--- src/rtl/srb_pkg.sv ---
package srb_pkg;

    typedef enum logic [1:0] {
        CH_ONE      = 2'd0,
        CH_TWO      = 2'd1,
        CH_FOUR     = 2'd2,
        CH_FOUR_ALT = 2'd3
    } ch_mode_e;

    // number of lanes the mode enables, before capping to the build width
    function automatic int unsigned mode_lanes(logic [1:0] m);
        case (ch_mode_e'(m))
            CH_ONE:  return 1;
            CH_TWO:  return 2;
            default: return 4;
        endcase
    endfunction

endpackage

--- src/rtl/srb_active_map.sv ---
module srb_active_map
    import srb_pkg::*;
#(
    parameter int NUM_CH = 4
) (
    input  logic [1:0]        mode,
    output logic [NUM_CH-1:0] act
);

    int unsigned lanes;

    always_comb begin
        lanes = mode_lanes(mode);
    end

    for (genvar g = 0; g < NUM_CH; g++) begin : g_lane
        assign act[g] = (lanes > unsigned'(g));
    end

endmodule

--- src/rtl/srb_write_track.sv ---
module srb_write_track #(
    parameter int NUM_CH = 4
) (
    input  logic              clk,
    input  logic              rst_n,
    input  logic [NUM_CH-1:0] wr_hit,
    input  logic              swap,
    output logic [NUM_CH-1:0] fresh,
    output logic              overrun
);

    typedef struct packed {
        logic [NUM_CH-1:0] written;
        logic              overrun;
    } trk_t;

    trk_t trk_d, trk_q;

    always_comb begin
        trk_d = trk_q;
        if (|(wr_hit & trk_q.written)) begin
            trk_d.overrun = 1'b1;
        end
        if (swap) begin
            trk_d.written = '0;
        end else begin
            trk_d.written = trk_q.written | wr_hit;
        end
    end

    always_ff @(posedge clk or negedge rst_n) begin
        if (!rst_n) begin
            trk_q <= '0;
        end else begin
            trk_q <= trk_d;
        end
    end

    // channels fed in the bank being filled, including this cycle's write
    assign fresh   = trk_q.written | wr_hit;
    assign overrun = trk_q.overrun;

endmodule

--- src/rtl/srb_bank_pair.sv ---
module srb_bank_pair #(
    parameter int NUM_CH = 4,
    parameter int DW     = 24
) (
    input  logic                 clk,
    input  logic                 rst_n,
    input  logic [NUM_CH-1:0]    wr_hit,
    input  logic [DW-1:0]        wr_data,
    input  logic                 swap,
    input  logic [NUM_CH-1:0]    fresh,
    input  logic [NUM_CH-1:0]    act,
    output logic [NUM_CH*DW-1:0] rd_flat
);

    typedef logic [DW-1:0] word_t;

    typedef struct packed {
        logic                    wsel;   // bank being filled: 0 or 1
        word_t [NUM_CH-1:0]      bank0;
        word_t [NUM_CH-1:0]      bank1;
    } bp_t;

    bp_t s_d, s_q;

    always_comb begin
        s_d = s_q;
        for (int i = 0; i < NUM_CH; i++) begin
            if (wr_hit[i]) begin
                if (s_q.wsel) s_d.bank1[i] = wr_data;
                else          s_d.bank0[i] = wr_data;
            end else if (swap && act[i] && !fresh[i]) begin
                // starved lane: carry the presented value into the closing bank
                if (s_q.wsel) s_d.bank1[i] = s_q.bank0[i];
                else          s_d.bank0[i] = s_q.bank1[i];
            end
        end
        if (swap) begin
            s_d.wsel = !s_q.wsel;
        end
    end

    always_ff @(posedge clk or negedge rst_n) begin
        if (!rst_n) begin
            s_q <= '0;
        end else begin
            s_q <= s_d;
        end
    end

    for (genvar g = 0; g < NUM_CH; g++) begin : g_rd
        assign rd_flat[g*DW +: DW] = s_q.wsel ? s_q.bank0[g] : s_q.bank1[g];
    end

endmodule

--- src/rtl/sample_release_buffer.sv ---
module sample_release_buffer #(
    parameter int NUM_CH = 4,
    parameter int DW     = 24,
    localparam int CW    = (NUM_CH > 1) ? $clog2(NUM_CH) : 1
) (
    input  logic                 clk,
    input  logic                 rst_n,
    input  logic                 wr_en,
    input  logic [CW-1:0]        wr_ch,
    input  logic [DW-1:0]        wr_data,
    input  logic                 rel_strobe,
    input  logic [1:0]           ch_mode,
    output logic                 frame_valid,
    output logic [NUM_CH*DW-1:0] frame_data,
    output logic                 underrun_flag,
    output logic                 overrun_flag
);

    typedef struct packed {
        logic              valid;
        logic [NUM_CH-1:0] lanes;
        logic              underrun;
    } top_t;

    top_t top_d, top_q;

    logic [NUM_CH-1:0]    act;
    logic [NUM_CH-1:0]    wr_hit;
    logic [NUM_CH-1:0]    fresh;
    logic [NUM_CH*DW-1:0] rd_flat;

    srb_active_map #(.NUM_CH(NUM_CH)) i_map (
        .mode (ch_mode),
        .act  (act)
    );

    for (genvar g = 0; g < NUM_CH; g++) begin : g_hit
        assign wr_hit[g] = wr_en && (wr_ch == CW'(g)) && act[g];
    end

    srb_write_track #(.NUM_CH(NUM_CH)) i_trk (
        .clk     (clk),
        .rst_n   (rst_n),
        .wr_hit  (wr_hit),
        .swap    (rel_strobe),
        .fresh   (fresh),
        .overrun (overrun_flag)
    );

    srb_bank_pair #(.NUM_CH(NUM_CH), .DW(DW)) i_banks (
        .clk     (clk),
        .rst_n   (rst_n),
        .wr_hit  (wr_hit),
        .wr_data (wr_data),
        .swap    (rel_strobe),
        .fresh   (fresh),
        .act     (act),
        .rd_flat (rd_flat)
    );

    always_comb begin
        top_d       = top_q;
        top_d.valid = rel_strobe;
        if (rel_strobe) begin
            top_d.lanes = act;
            if (|(act & ~fresh)) begin
                top_d.underrun = 1'b1;
            end
        end
    end

    always_ff @(posedge clk or negedge rst_n) begin
        if (!rst_n) begin
            top_q <= '0;
        end else begin
            top_q <= top_d;
        end
    end

    for (genvar g = 0; g < NUM_CH; g++) begin : g_out
        assign frame_data[g*DW +: DW] = top_q.lanes[g] ? rd_flat[g*DW +: DW] : '0;
    end

    assign frame_valid   = top_q.valid;
    assign underrun_flag = top_q.underrun;

endmodule

--- config.mk ---
export PLATFORM = sky130hd
export DESIGN_NAME = sample_release_buffer
export DESIGN_NICKNAME = d
export VERILOG_FILES = /design/src/rtl/srb_pkg.sv /design/src/rtl/srb_active_map.sv /design/src/rtl/srb_write_track.sv /design/src/rtl/srb_bank_pair.sv /design/src/rtl/sample_release_buffer.sv
export SDC_FILE = /design/constraint.sdc
export NUM_CORES = 1
export LEC_CHECK = 0
export ABC_AREA = 1
export BUFFER_PORTS_ARGS = -buffer_cell sky130_fd_sc_hd__buf_2
export CORE_ASPECT_RATIO = 1.25
export CORE_MARGIN = 2
export CORE_UTILIZATION = 35
export CTS_CLUSTER_DIAMETER = 40
export CTS_CLUSTER_SIZE = 24
export DETAILED_ROUTE_END_ITERATION = 6
export GPL_TIMING_DRIVEN = 0
export HOLD_SLACK_MARGIN = 0.12
export PLACE_DENSITY = 0.53
export RECOVER_POWER = 25
export REMOVE_ABC_BUFFERS = 1
export SLEW_MARGIN = 10
export SYNTH_ARGS = -nofsm -noshare
export SYNTH_HDL_FRONTEND = slang
export SYNTH_SLANG_ARGS = --single-unit
--- constraint.sdc ---
create_clock -name clk -period 3.3 [get_ports clk]
set_input_delay 0.495 -clock clk [delete_from_list [all_inputs] [get_ports clk]]
set_output_delay 0.495 -clock clk [all_outputs]
set_load 0.02 [all_outputs]
==> reports/summary.md <==
The flow ran to the end, and the final reports show no timing, DRC or antenna violations. Dividing the detail-routed wire length by the instance count gives 17.9 um. The global placement routability congestion is 0.867, and the minimum clock period after layout is 3170 ps. Global routing used 35.2% of the available met2 tracks. After floorplanning, the core was sized to cover 0.0310 mm2. The max-slew headroom at the worst pin is 2.10%. The post-synthesis sequential area ratio was 46.2%. The share of the cycle needed by the critical path after routing works out to 96.1%.

After global routing, the most crowded layer is met2. The share of post-route cells with drive strength above 1 was 14.1%; the worst-case reg-to-reg path depth was 7. Number of warnings printed during yosys synthesis: 0.

The number of vias per cell after detailed routing was 5.12. STA classifies the critical path endpoint as an output port. For this design the top-level I/O count stands at 131. The tree is rooted in a clkbuf_16. For the filler-free cell count of the finished design, the log shows 2107.

Site row count: 72. The number of buffers added on ports was 130. After legalization and detailed placement, the total HPWL measured 22.4 mm. The number of different library cells used by synthesis comes to 23.

The max-slew violation count was 0. Based on the critical path, the design can be clocked at up to 0.315 GHz. The tools report the post-route clock skew as 21.9 ps. In the global route stage, overall resource usage came out at 22.7%.

The overall overflow remaining after global route is 0, and the die outline area is 0.0330 mm2. The logs give 0 for the total DRC errors in the routed layout and 10201 for the number of global-route vias before repair. TritonCTS built the clock tree. The later pin in the worst-skew pair is clocked with a latency of 520 ps. The first global-routing pass estimated 58.2 mm of wire.

Across the run, the number of max-cap violations was 0. For this design the ratio of total power to cell area is 1040 mW/mm2. Category of the most critical setup path: register to output port. In the layout the commonest cells are 757 x nand2_1, 220 x nand3_1, 203 x dfrtp_1, 127 x buf_2. The total leakage power was 7.50 nW.

The initial antenna violation count is 4. The total clock buffers created by CTS was 42; the count of cells along the worst hold path was 3. Global routing consumed, on the met3 layer, 4.25% of the routing resources. The routed design has 37.7 mm of wire. The final layout contains 1701 nets. The number of routed nets with antenna violations came out at 0. Count of endpoints failing setup in the final report: 0.

The clock-pin slew on the worst setup and hold paths was 50 ps. Counting flops with a built-in enable in the synthesized netlist gives 0. Counting flops and latches in the post-synthesis netlist gives 204. The layout overhead on the synthesized area is 22.9%, and the number of clock sinks is 204. The arrival time at the worst endpoint is 2680 ps, and the DRC violation total after the first TritonRoute iteration is 951.

The floorplan step set the die width to 163 um. In this run the worst path has a maximum fanout of 61. Once the floorplan was initialized, standard cells occupied 35.7% of the core. In the synthesized netlist the async set-or-reset flop fraction comes to 100%.

For this run, the leading register cell type out of synthesis is dfrtp_1. The tools report the count of H-tree levels built during CTS as 2. The post-synthesis area per instance is 6.96 um2, and the post-route worst hold slack is 356 ps. The logs give 0 for the total count of hold-check failures in the final report and 2800 ps for the data required time at the worst endpoint. Synthesis produced a netlist whose cell count is 1589. The clock passes through at most 3 buffers. In this run the worst hold path is classified as input pin to register. The measured slew at the worst slew-check pin was 1470 ps; the die height was 203 um.

Before antenna repair, the detailed router went through 5 iterations. The worst setup path is launched from a register. The logs give 2027 for the number of instances in the placed design and 10786 for the vias after detailed routing. Summing every instance area after synthesis gives 0.0111 mm2. IR analysis of the VDD net gives a maximum drop of 536 uV. Setup repair after global routing left no endpoint under its margin.

Entering global routing, the biggest net connects 100 pins. For this run, global-route usage on met1 was measured as 31.7%. The library cell used most frequently in the layout, excluding fill and tap cells, is nand2_1.
## layout make-up
cell class	instances	area (um2)
diodes	1	2.50
clock buffers	53	1200
clock inverters	23	497
fillers	3227	17400
inverters	68	268
multi-input cells	1214	5230
flip-flops and latches	204	5110
well taps	407	509
repair buffers	137	767
## kinds of logic after synthesis
kind of cell	share of synthesized area (%)
AO/OA/AOI/OAI	7.99
XOR/XNOR	0.0792
adder cells (fa/ha/maj)	0.226
buffers and inverters	6.88
flip-flops	46.2
AND/OR/NAND/NOR	38.6
## critical path, cell delays in order (launching register included)
cell	delay (ps)
dfrtp_4	640
buf_16	300
clkinv_8	230
buf_12	260
nand2_1	100
a21oi_1	300
buf_2	240
## stage by stage
step	TNS (ps)	utilization [%]	total power, mW	cell area, um2	setup WS (ps)
final	0	43.9	14.1	13600	130
after global routing	0	43.8	15.1	13600	37.3
after CTS	0	43.9	14.2	13600	18.1
after detailed placement	-103700	38.3	8.97	11900	-966
after global placement	-1961010	37.8	8.88	11700	-6630
after floorplan	-345610	-	7.42	10500	-1810
## routing by layer
metal	up-vias	wire length, um
met2	351	17000
li1	5257	-
met5	-	43
met3	79	2480
met1	5093	16800
met4	6	1350
## final timing paths
check                            startpoint                to  slack, ps
max reg2reg                i_banks.s_q[192]  i_banks.s_q[122]        270
min                                wr_ch[0]    i_trk.trk_q[4]        360
min in group asynchronous             rst_n  i_banks.s_q[166]        420
min reg2reg                        top_q[2]          top_q[2]        490
max                        i_banks.s_q[192]    frame_data[41]        130
max in group asynchronous             rst_n  i_banks.s_q[192]        890
## Yosys cell counts, types with 3 or more instances
cell | instances | area share (%)
nor2_1 | 28 | 0.95
clkbuf_1 | 41 | 1.4
nand4_1 | 3 | 0.17
a21oi_1 | 77 | 3.5
dfrtp_1 | 204 | 46
nand2_2 | 13 | 0.74
nand3_1 | 220 | 10
buf_2 | 41 | 1.9
nor2_4 | 3 | 0.31
buf_1 | 6 | 0.20
o21ai_1 | 21 | 0.95
inv_1 | 65 | 2.2
o21ai_0 | 77 | 3.5
buf_4 | 15 | 1.0
nand3_2 | 7 | 0.63
nand2_1 | 759 | 26
## where the power goes
group | total (mW) | switching [mW] | leakage [nW] | internal, mW
clock | 5.14 | 1.41 | 0.836 | 3.73
sequential | 4.12 | 0.586 | 2.66 | 3.53
combinational | 4.88 | 3.26 | 4.00 | 1.62
## registers in the layout (all words and copies together), names as in the netlist
signal and count:
underrun_flag 1, top_q 4, i_trk.overrun 1, i_trk.trk_q 4
i_banks.s_q 193, frame_valid 1
## timing repair
action / 4_1_cts / 5_1_grt
pin swaps: 0 / 2
endpoints found under the setup margin: 160 / 178
endpoints found under the hold margin: 59 / 0
setup buffers: 1 / 0
hold buffers: 1 / 0
resized for setup: 4 / 5
cloned: 0 / 1
No activity file was read; power rests on OpenSTA's default activity.
